File: src/rtl/aom_pkg.sv
package aom_pkg;

    localparam int PAGE_COUNT   = 4;
    localparam int BYTES_PER_PG = 32;
    localparam int STATUS_BYTES = 8;
    localparam int DATA_W       = 8;
    localparam logic [7:0] CRC_POLY_REFL = 8'h8C;

    typedef enum logic [1:0] {
        OP_IDLE = 2'd0,
        OP_READ = 2'd1,
        OP_PROG = 2'd2
    } aom_op_e;

    typedef struct packed {
        logic allowed;
        logic refused;
    } aom_verdict_t;

    // Serial CRC-8 over one byte, least significant bit first.
    function automatic logic [7:0] crc8_step_byte(input logic [7:0] seed,
                                                  input logic [7:0] d);
        logic [7:0] c;
        logic       mix;
        c = seed;
        for (int i = 0; i < 8; i++) begin
            mix = c[0] ^ d[i];
            c   = c >> 1;
            if (mix) c = c ^ CRC_POLY_REFL;
        end
        return c;
    endfunction

endpackage

File: src/rtl/aom_scratch.sv
module aom_scratch
    import aom_pkg::*;
#(
    parameter int W = DATA_W
) (
    input  logic         clk,
    input  logic         rst,
    input  logic         load,
    input  logic [W-1:0] din,
    output logic [W-1:0] stage_q,
    output logic [7:0]   crc_q
);

    always_ff @(posedge clk) begin
        if (rst) begin
            stage_q <= '1;
            crc_q   <= '0;
        end else if (load) begin
            stage_q <= din;
            crc_q   <= crc8_step_byte(8'h00, din[7:0]);
        end
    end

    // staged byte follows the load strobe
    assert_stage_follows_load_R2: assert property (@(posedge clk) disable iff (rst)
        load |=> (stage_q == $past(din)));

    // CRC only moves on a load
    assert_crc_held_R2: assert property (@(posedge clk) disable iff (rst)
        !load |=> $stable(crc_q));

endmodule

File: src/rtl/aom_store.sv
module aom_store
    import aom_pkg::*;
#(
    parameter int PAGES   = PAGE_COUNT,
    parameter int PG_SIZE = BYTES_PER_PG,
    parameter int STAT_N  = STATUS_BYTES,
    parameter int W       = DATA_W
) (
    input  logic                                 clk,
    input  logic                                 rst,
    input  logic                                 wr_en,
    input  logic                                 sel_stat,
    input  logic [$clog2(PAGES*PG_SIZE)-1:0]     addr,
    input  logic [W-1:0]                         mask,
    output logic [W-1:0]                         rd_byte,
    output logic [W-1:0]                         wb_q,
    output logic [PAGES-1:0]                     page_open
);

    localparam int ARR_N  = PAGES * PG_SIZE;
    localparam int AW     = $clog2(ARR_N);
    localparam int SAW    = $clog2(STAT_N);
    localparam int PW     = $clog2(PAGES);

    logic [W-1:0] arr_mem  [ARR_N];
    logic [W-1:0] stat_mem [STAT_N];
    logic [SAW-1:0] s_idx;
    logic [W-1:0]   cur_byte;

    assign s_idx    = addr[SAW-1:0];
    assign cur_byte = sel_stat ? stat_mem[s_idx] : arr_mem[addr];
    assign rd_byte  = cur_byte;

    // One lock bit per page in status byte 0; 1 means still open.
    for (genvar p = 0; p < PAGES; p++) begin : g_lock
        assign page_open[p] = stat_mem[0][p];
    end

    always_ff @(posedge clk) begin
        if (rst) begin
            for (int i = 0; i < ARR_N; i++)  arr_mem[i]  <= '1;
            for (int j = 0; j < STAT_N; j++) stat_mem[j] <= '1;
            wb_q <= '0;
        end else if (wr_en) begin
            if (sel_stat) stat_mem[s_idx] <= stat_mem[s_idx] & mask;
            else          arr_mem[addr]   <= arr_mem[addr] & mask;
            wb_q <= cur_byte & mask;
        end
    end

    logic [PW-1:0] wr_page;
    assign wr_page = addr[AW-1 -: PW];

    // an array write never lands in a locked page
    assert_no_write_locked_page_R7: assert property (@(posedge clk) disable iff (rst)
        (wr_en && !sel_stat) |-> page_open[wr_page]);

    // the addressed byte gains no 1 bits across a write
    assert_add_only_R4: assert property (@(posedge clk) disable iff (rst)
        wr_en |=> ((rd_byte & ~$past(cur_byte)) == '0) || !$stable(addr) || !$stable(sel_stat));

endmodule

File: src/rtl/aom_ctrl.sv
module aom_ctrl
    import aom_pkg::*;
#(
    parameter int PAGES  = PAGE_COUNT,
    parameter int ADDR_W = $clog2(PAGE_COUNT * BYTES_PER_PG)
) (
    input  logic              clk,
    input  logic              rst,
    input  logic              prog_en,
    input  logic              rd_en,
    input  logic              vpp_ok,
    input  logic              stat_sel,
    input  logic [ADDR_W-1:0] addr,
    input  logic [PAGES-1:0]  page_open,
    output logic              wr_en,
    output logic              rd_go,
    output logic              prog_err,
    output logic              rd_valid,
    output logic              rb_valid
);

    localparam int PW = $clog2(PAGES);

    aom_op_e       op;
    aom_verdict_t  verdict;
    logic [PW-1:0] page;

    assign page = addr[ADDR_W-1 -: PW];

    always_comb begin
        if (prog_en)    op = OP_PROG;
        else if (rd_en) op = OP_READ;
        else            op = OP_IDLE;

        verdict.allowed = vpp_ok && (stat_sel || page_open[page]);
        verdict.refused = (op == OP_PROG) && !verdict.allowed;
    end

    assign wr_en = (op == OP_PROG) && verdict.allowed;
    assign rd_go = (op == OP_READ);

    always_ff @(posedge clk) begin
        if (rst) begin
            prog_err <= 1'b0;
            rd_valid <= 1'b0;
            rb_valid <= 1'b0;
        end else begin
            prog_err <= verdict.refused;
            rd_valid <= rd_go;
            rb_valid <= wr_en;
        end
    end

    // a refusal and a read-back never appear together
    assert_err_excludes_rb_R6: assert property (@(posedge clk) disable iff (rst)
        !(prog_err && rb_valid));

    // an error pulse only follows a program request
    assert_err_needs_prog_R6: assert property (@(posedge clk) disable iff (rst)
        prog_err |-> $past(prog_en));

    // a read is reported only when no program shared its cycle
    assert_read_yields_R9: assert property (@(posedge clk) disable iff (rst)
        rd_valid |-> ($past(rd_en) && !$past(prog_en)));

    // missing voltage always refuses a program request
    assert_no_vpp_refuses_R6: assert property (@(posedge clk) disable iff (rst)
        (prog_en && !vpp_ok) |=> prog_err);

endmodule

File: src/rtl/aom_prog_ctrl.sv
module aom_prog_ctrl
    import aom_pkg::*;
#(
    parameter int PAGES   = PAGE_COUNT,
    parameter int PG_SIZE = BYTES_PER_PG,
    parameter int STAT_N  = STATUS_BYTES,
    parameter int W       = DATA_W,
    localparam int AW     = $clog2(PAGES * PG_SIZE)
) (
    input  logic          clk,
    input  logic          rst,
    input  logic          stat_sel,
    input  logic [AW-1:0] addr,
    input  logic [W-1:0]  wdata,
    input  logic          load,
    input  logic          rd_en,
    input  logic          prog_en,
    input  logic          vpp_ok,
    output logic [W-1:0]  rdata,
    output logic          rd_valid,
    output logic [7:0]    crc_out,
    output logic [W-1:0]  readback,
    output logic          rb_valid,
    output logic          prog_err
);

    logic [W-1:0]     stage_q;
    logic [W-1:0]     rd_byte;
    logic [PAGES-1:0] page_open;
    logic             wr_en;
    logic             rd_go;

    aom_scratch #(.W(W)) u_scratch (
        .clk     (clk),
        .rst     (rst),
        .load    (load),
        .din     (wdata),
        .stage_q (stage_q),
        .crc_q   (crc_out)
    );

    aom_ctrl #(.PAGES(PAGES), .ADDR_W(AW)) u_ctrl (
        .clk       (clk),
        .rst       (rst),
        .prog_en   (prog_en),
        .rd_en     (rd_en),
        .vpp_ok    (vpp_ok),
        .stat_sel  (stat_sel),
        .addr      (addr),
        .page_open (page_open),
        .wr_en     (wr_en),
        .rd_go     (rd_go),
        .prog_err  (prog_err),
        .rd_valid  (rd_valid),
        .rb_valid  (rb_valid)
    );

    aom_store #(.PAGES(PAGES), .PG_SIZE(PG_SIZE), .STAT_N(STAT_N), .W(W)) u_store (
        .clk       (clk),
        .rst       (rst),
        .wr_en     (wr_en),
        .sel_stat  (stat_sel),
        .addr      (addr),
        .mask      (stage_q),
        .rd_byte   (rd_byte),
        .wb_q      (readback),
        .page_open (page_open)
    );

    always_ff @(posedge clk) begin
        if (rst)        rdata <= '0;
        else if (rd_go) rdata <= rd_byte;
    end

    // a read-back byte carries no bit the scratchpad had cleared
    assert_readback_masked_R5: assert property (@(posedge clk) disable iff (rst)
        rb_valid |-> ((readback & ~$past(stage_q)) == '0));

endmodule

File: config.mk
export PLATFORM = sky130hd
export DESIGN_NAME = aom_prog_ctrl
export DESIGN_NICKNAME = d
export VERILOG_FILES = /design/src/rtl/aom_pkg.sv /design/src/rtl/aom_scratch.sv /design/src/rtl/aom_store.sv /design/src/rtl/aom_ctrl.sv /design/src/rtl/aom_prog_ctrl.sv
export SDC_FILE = /design/constraint.sdc
export NUM_CORES = 2
export LEC_CHECK = 0
export ABC_AREA = 1
export BUFFER_PORTS_ARGS = -buffer_cell sky130_fd_sc_hd__buf_2
export CAP_MARGIN = 20
export CORE_MARGIN = 1.5
export CORE_UTILIZATION = 45
export CTS_CLUSTER_SIZE = 25
export DETAILED_ROUTE_END_ITERATION = 10
export PLACE_DENSITY = 0.62
export SYNTH_ARGS = -nofsm -noshare
export SYNTH_HDL_FRONTEND = slang
export SYNTH_SLANG_ARGS = --single-unit
File: constraint.sdc
create_clock -name clk -period 3.9 [get_ports clk]
set_clock_uncertainty 0.1 [all_clocks]
set_input_delay 0.975 -clock clk [delete_from_list [all_inputs] [get_ports clk]]
set_output_delay 0.975 -clock clk [all_outputs]
set_load 0.02 [all_outputs]
==> impl_metrics.env <==
export IMPL_arrival_ns=3.74
export IMPL_setup_viol=0
export IMPL_die_h_um=352
export IMPL_syn_num_nets=6354
export IMPL_synthCells=6332
export IMPL_post_cts_buffers=0
export IMPL_max_slew_margin_rel=0.496
export IMPL_synth_cell_type_count=34
export IMPL_synth_warnings=0
export IMPL_grt_pass1_vias=39000
export IMPL_grt_start_max_net_pins=106
export IMPL_synth_compound_area_frac=0.0117
export IMPL_p_leak_nw=27.2
export IMPL_synth_ff_type="edfxtp_1"
export IMPL_synth_mux_area_frac=0
export IMPL_pwr_density_cell_nw_per_um2=441
export IMPL_numPortBuffers=48
export IMPL_hpwl_um=102000
export IMPL_rows=127
export IMPL_drive_gt1_frac=0.104
export IMPL_synthXorXnorAreaFrac=0.00144
export IMPL_status="completed"
export IMPL_fin_crit_ns=3.39
export IMPL_cts_resized=0
export IMPL_drv_slew=0
export IMPL_max_cap_viol_count=0
export IMPL_holdBufCountCts=0
export IMPL_drc=0
export IMPL_clk_pin_slew_ns=0.06
export IMPL_antenna_left=0
export IMPL_setup_worst_path_end_class="flip-flop"
export IMPL_final_common_cell="nand2_1"
export IMPL_synth_simple_area_share=0.273
export IMPL_layout_common_cells="nand2_1 (2666), edfxtp_1 (1088), inv_1 (949)"
export IMPL_path_class="input pin to flip-flop"
export IMPL_gp_congestion=0.870
export IMPL_cts_sinks=1123
export IMPL_tns_ns=0
export IMPL_reg2reg_depth=13
export IMPL_drt_pre_antenna_iters=6
export IMPL_clk_path_buf_depth=3
export IMPL_core_um2=120000
export IMPL_num_nets_final=6467
export IMPL_whs_path_depth=2
export IMPL_cts_tree="yes"
export IMPL_die_w_um=352
export IMPL_antenna_found_initial=0
export IMPL_hold_ws_ns=0.368
export IMPL_rrSetupSlack_ns=0.98
export IMPL_insertion_delay_ns=0.73
export IMPL_total_power_w=0.0276
export IMPL_fillers=11100
export IMPL_synth_edff_count=1088
export IMPL_post_drt_wl_per_cell_um=18.5
export IMPL_path_max_fanout=32
export IMPL_die_area_um2=124000
export IMPL_min_from="u_scratch.crc_q[0]"
export IMPL_fmax_mhz=295
export IMPL_ios=49
export IMPL_yosysSeqAreaShare=0.609
export IMPL_r2r_start="u_store.arr_mem[90][5]"
export IMPL_initial_core_util=0.455
export IMPL_vdd_drop_max_v=0.000359
export IMPL_syn_area_um2=54800
export IMPL_tightest_slew_ns=0.754
export IMPL_rr_endpoint="u_store.arr_mem[105][5]"
export IMPL_cts_root_buf="clkbuf_16"
export IMPL_hold_viol_final=0
export IMPL_overflow=0
export IMPL_synth_fa_ha_area_frac=0
export IMPL_syn_to_final_growth_pct=14.1
export IMPL_vias_per_cell=5.05
export IMPL_drtIter0Drc=4149
export IMPL_htree_levels=3
export IMPL_grt_first_pass_wirelength_um=230000
export IMPL_postSynthAreaPerCell_um2=8.66
export IMPL_grt_setup_unrepaired="false"
export IMPL_crit_required_ns=4.25
export IMPL_ys_seq_elements=1123
export IMPL_cts_buffers_inserted=118
export IMPL_grt_usage=0.241
export IMPL_vias=41200
export IMPL_min_to="u_scratch.crc_q[0]"
export IMPL_hold_path_class="flip-flop to flip-flop"
export IMPL_async_flop_share=0
export IMPL_fin_crit_sh=0.870
export IMPL_synth_top_family_by_area="simple AND/OR/NAND/NOR gates"
export IMPL_cp_start_kind="input pin"
export IMPL_drt_wl_total_um=151000
critical path, stage by stage:
cell     delay (ns)
buf_8          0.16
buf_12         0.20
buf_12         0.21
buf_12         0.22
buf_4          0.25
nand2_1        0.09
nand3_1        0.09
nand2_1        0.08
nor2_1         0.10
nor2_1         0.05
nor2_1         0.15
nand2_1        0.07
nand2_1        0.13
nand2_1        0.15
o21ai_4        0.20
buf_12         0.21
buf_12         0.21
nand2_1        0.08
layout make-up:
cell class | count | area (um2) | area share
clock inverters | 64 | 567 | 0.00906
flip-flops and latches | 1123 | 33400 | 0.533
diodes | 1 | 2.50 | 0.0000400
multi-input cells | 3841 | 15800 | 0.253
inverters | 1039 | 3910 | 0.0625
well taps | 1612 | 2020 | 0.0322
clock buffers | 156 | 3220 | 0.0515
repair buffers | 322 | 3650 | 0.0583
cells by family after synthesis:
logic type                count (synthesis)
buffers and inverters                  1368
and+or+nand+nor                        3724
AOI/OAI and AO/OA                       108
DFF                                    1123
xor gates and xnor gates                  9
sequential cells by signal, indices dropped and copies added (netlist names):
name               cells
u_store.arr_mem     1024
u_store.stat_mem      64
rdata                  8
u_scratch.crc_q        8
u_scratch.stage_q      8
u_store.wb_q           8
u_ctrl.prog_err        1
u_ctrl.rb_valid        1
u_ctrl.rd_valid        1
layer usage:
layer / vias to the layer above / wire length (um) / global-route usage
li1: 19800 / - / -
met1: 19500 / 64300 / 0.335
met3: 272 / 11600 / 0.0285
met5: - / 0 / 0
met2: 1569 / 70800 / 0.394
met4: 0 / 4440 / 0.0783
cells in the mapped netlist (8+ instances only):
cell,instances,area share
buf_6,8,0.0016
nor2_1,463,0.032
dfxtp_1,35,0.013
buf_4,117,0.016
clkbuf_1,96,0.0066
nand3_1,486,0.044
nor2_8,8,0.0029
or2_2,78,0.0089
o21ai_1,8,0.00073
a21oi_1,23,0.0021
buf_2,91,0.0083
o21ai_0,54,0.0049
inv_1,950,0.065
edfxtp_1,1088,0.60
inv_2,84,0.0058
a22o_1,8,0.0013
buf_1,17,0.0012
nand2_1,2667,0.18
per-stage QoR:
stage	cells	setup WS, ns	area (um2)	util
4_1_cts	8157	0.618	62600	0.519
3_5_place_dp	7937	-0.119	58800	0.488
2_1_floorplan	6332	0.612	54800	-
3_3_place_gp	7937	-0.155	58800	0.488
5_1_grt	8157	0.388	62600	0.519
6_report	8158	0.508	62600	0.519
worst max-delay path by stage:
stage	start	end	slack, ns	cells past startpoint
after floorplan	addr[0]	u_store.stat_mem[7][0]	0.61	8
after global placement	addr[0]	u_store.wb_q[3]	-0.16	18
after detailed placement	addr[0]	u_store.arr_mem[102][3]	-0.12	18
after CTS	addr[0]	u_store.arr_mem[102][3]	0.62	18
after global routing	addr[0]	u_store.arr_mem[13][3]	0.39	18
final	addr[0]	u_store.arr_mem[99][3]	0.51	18
where the power goes:
part / switching (W) / total, W / internal (W)
registers: 0.0000695 / 0.0134 / 0.0133
clock network: 0.00476 / 0.0111 / 0.00631
logic: 0.00218 / 0.00310 / 0.000925
total: 0.00701 / 0.0276 / 0.0206
(Power assumes the default switching activity.)
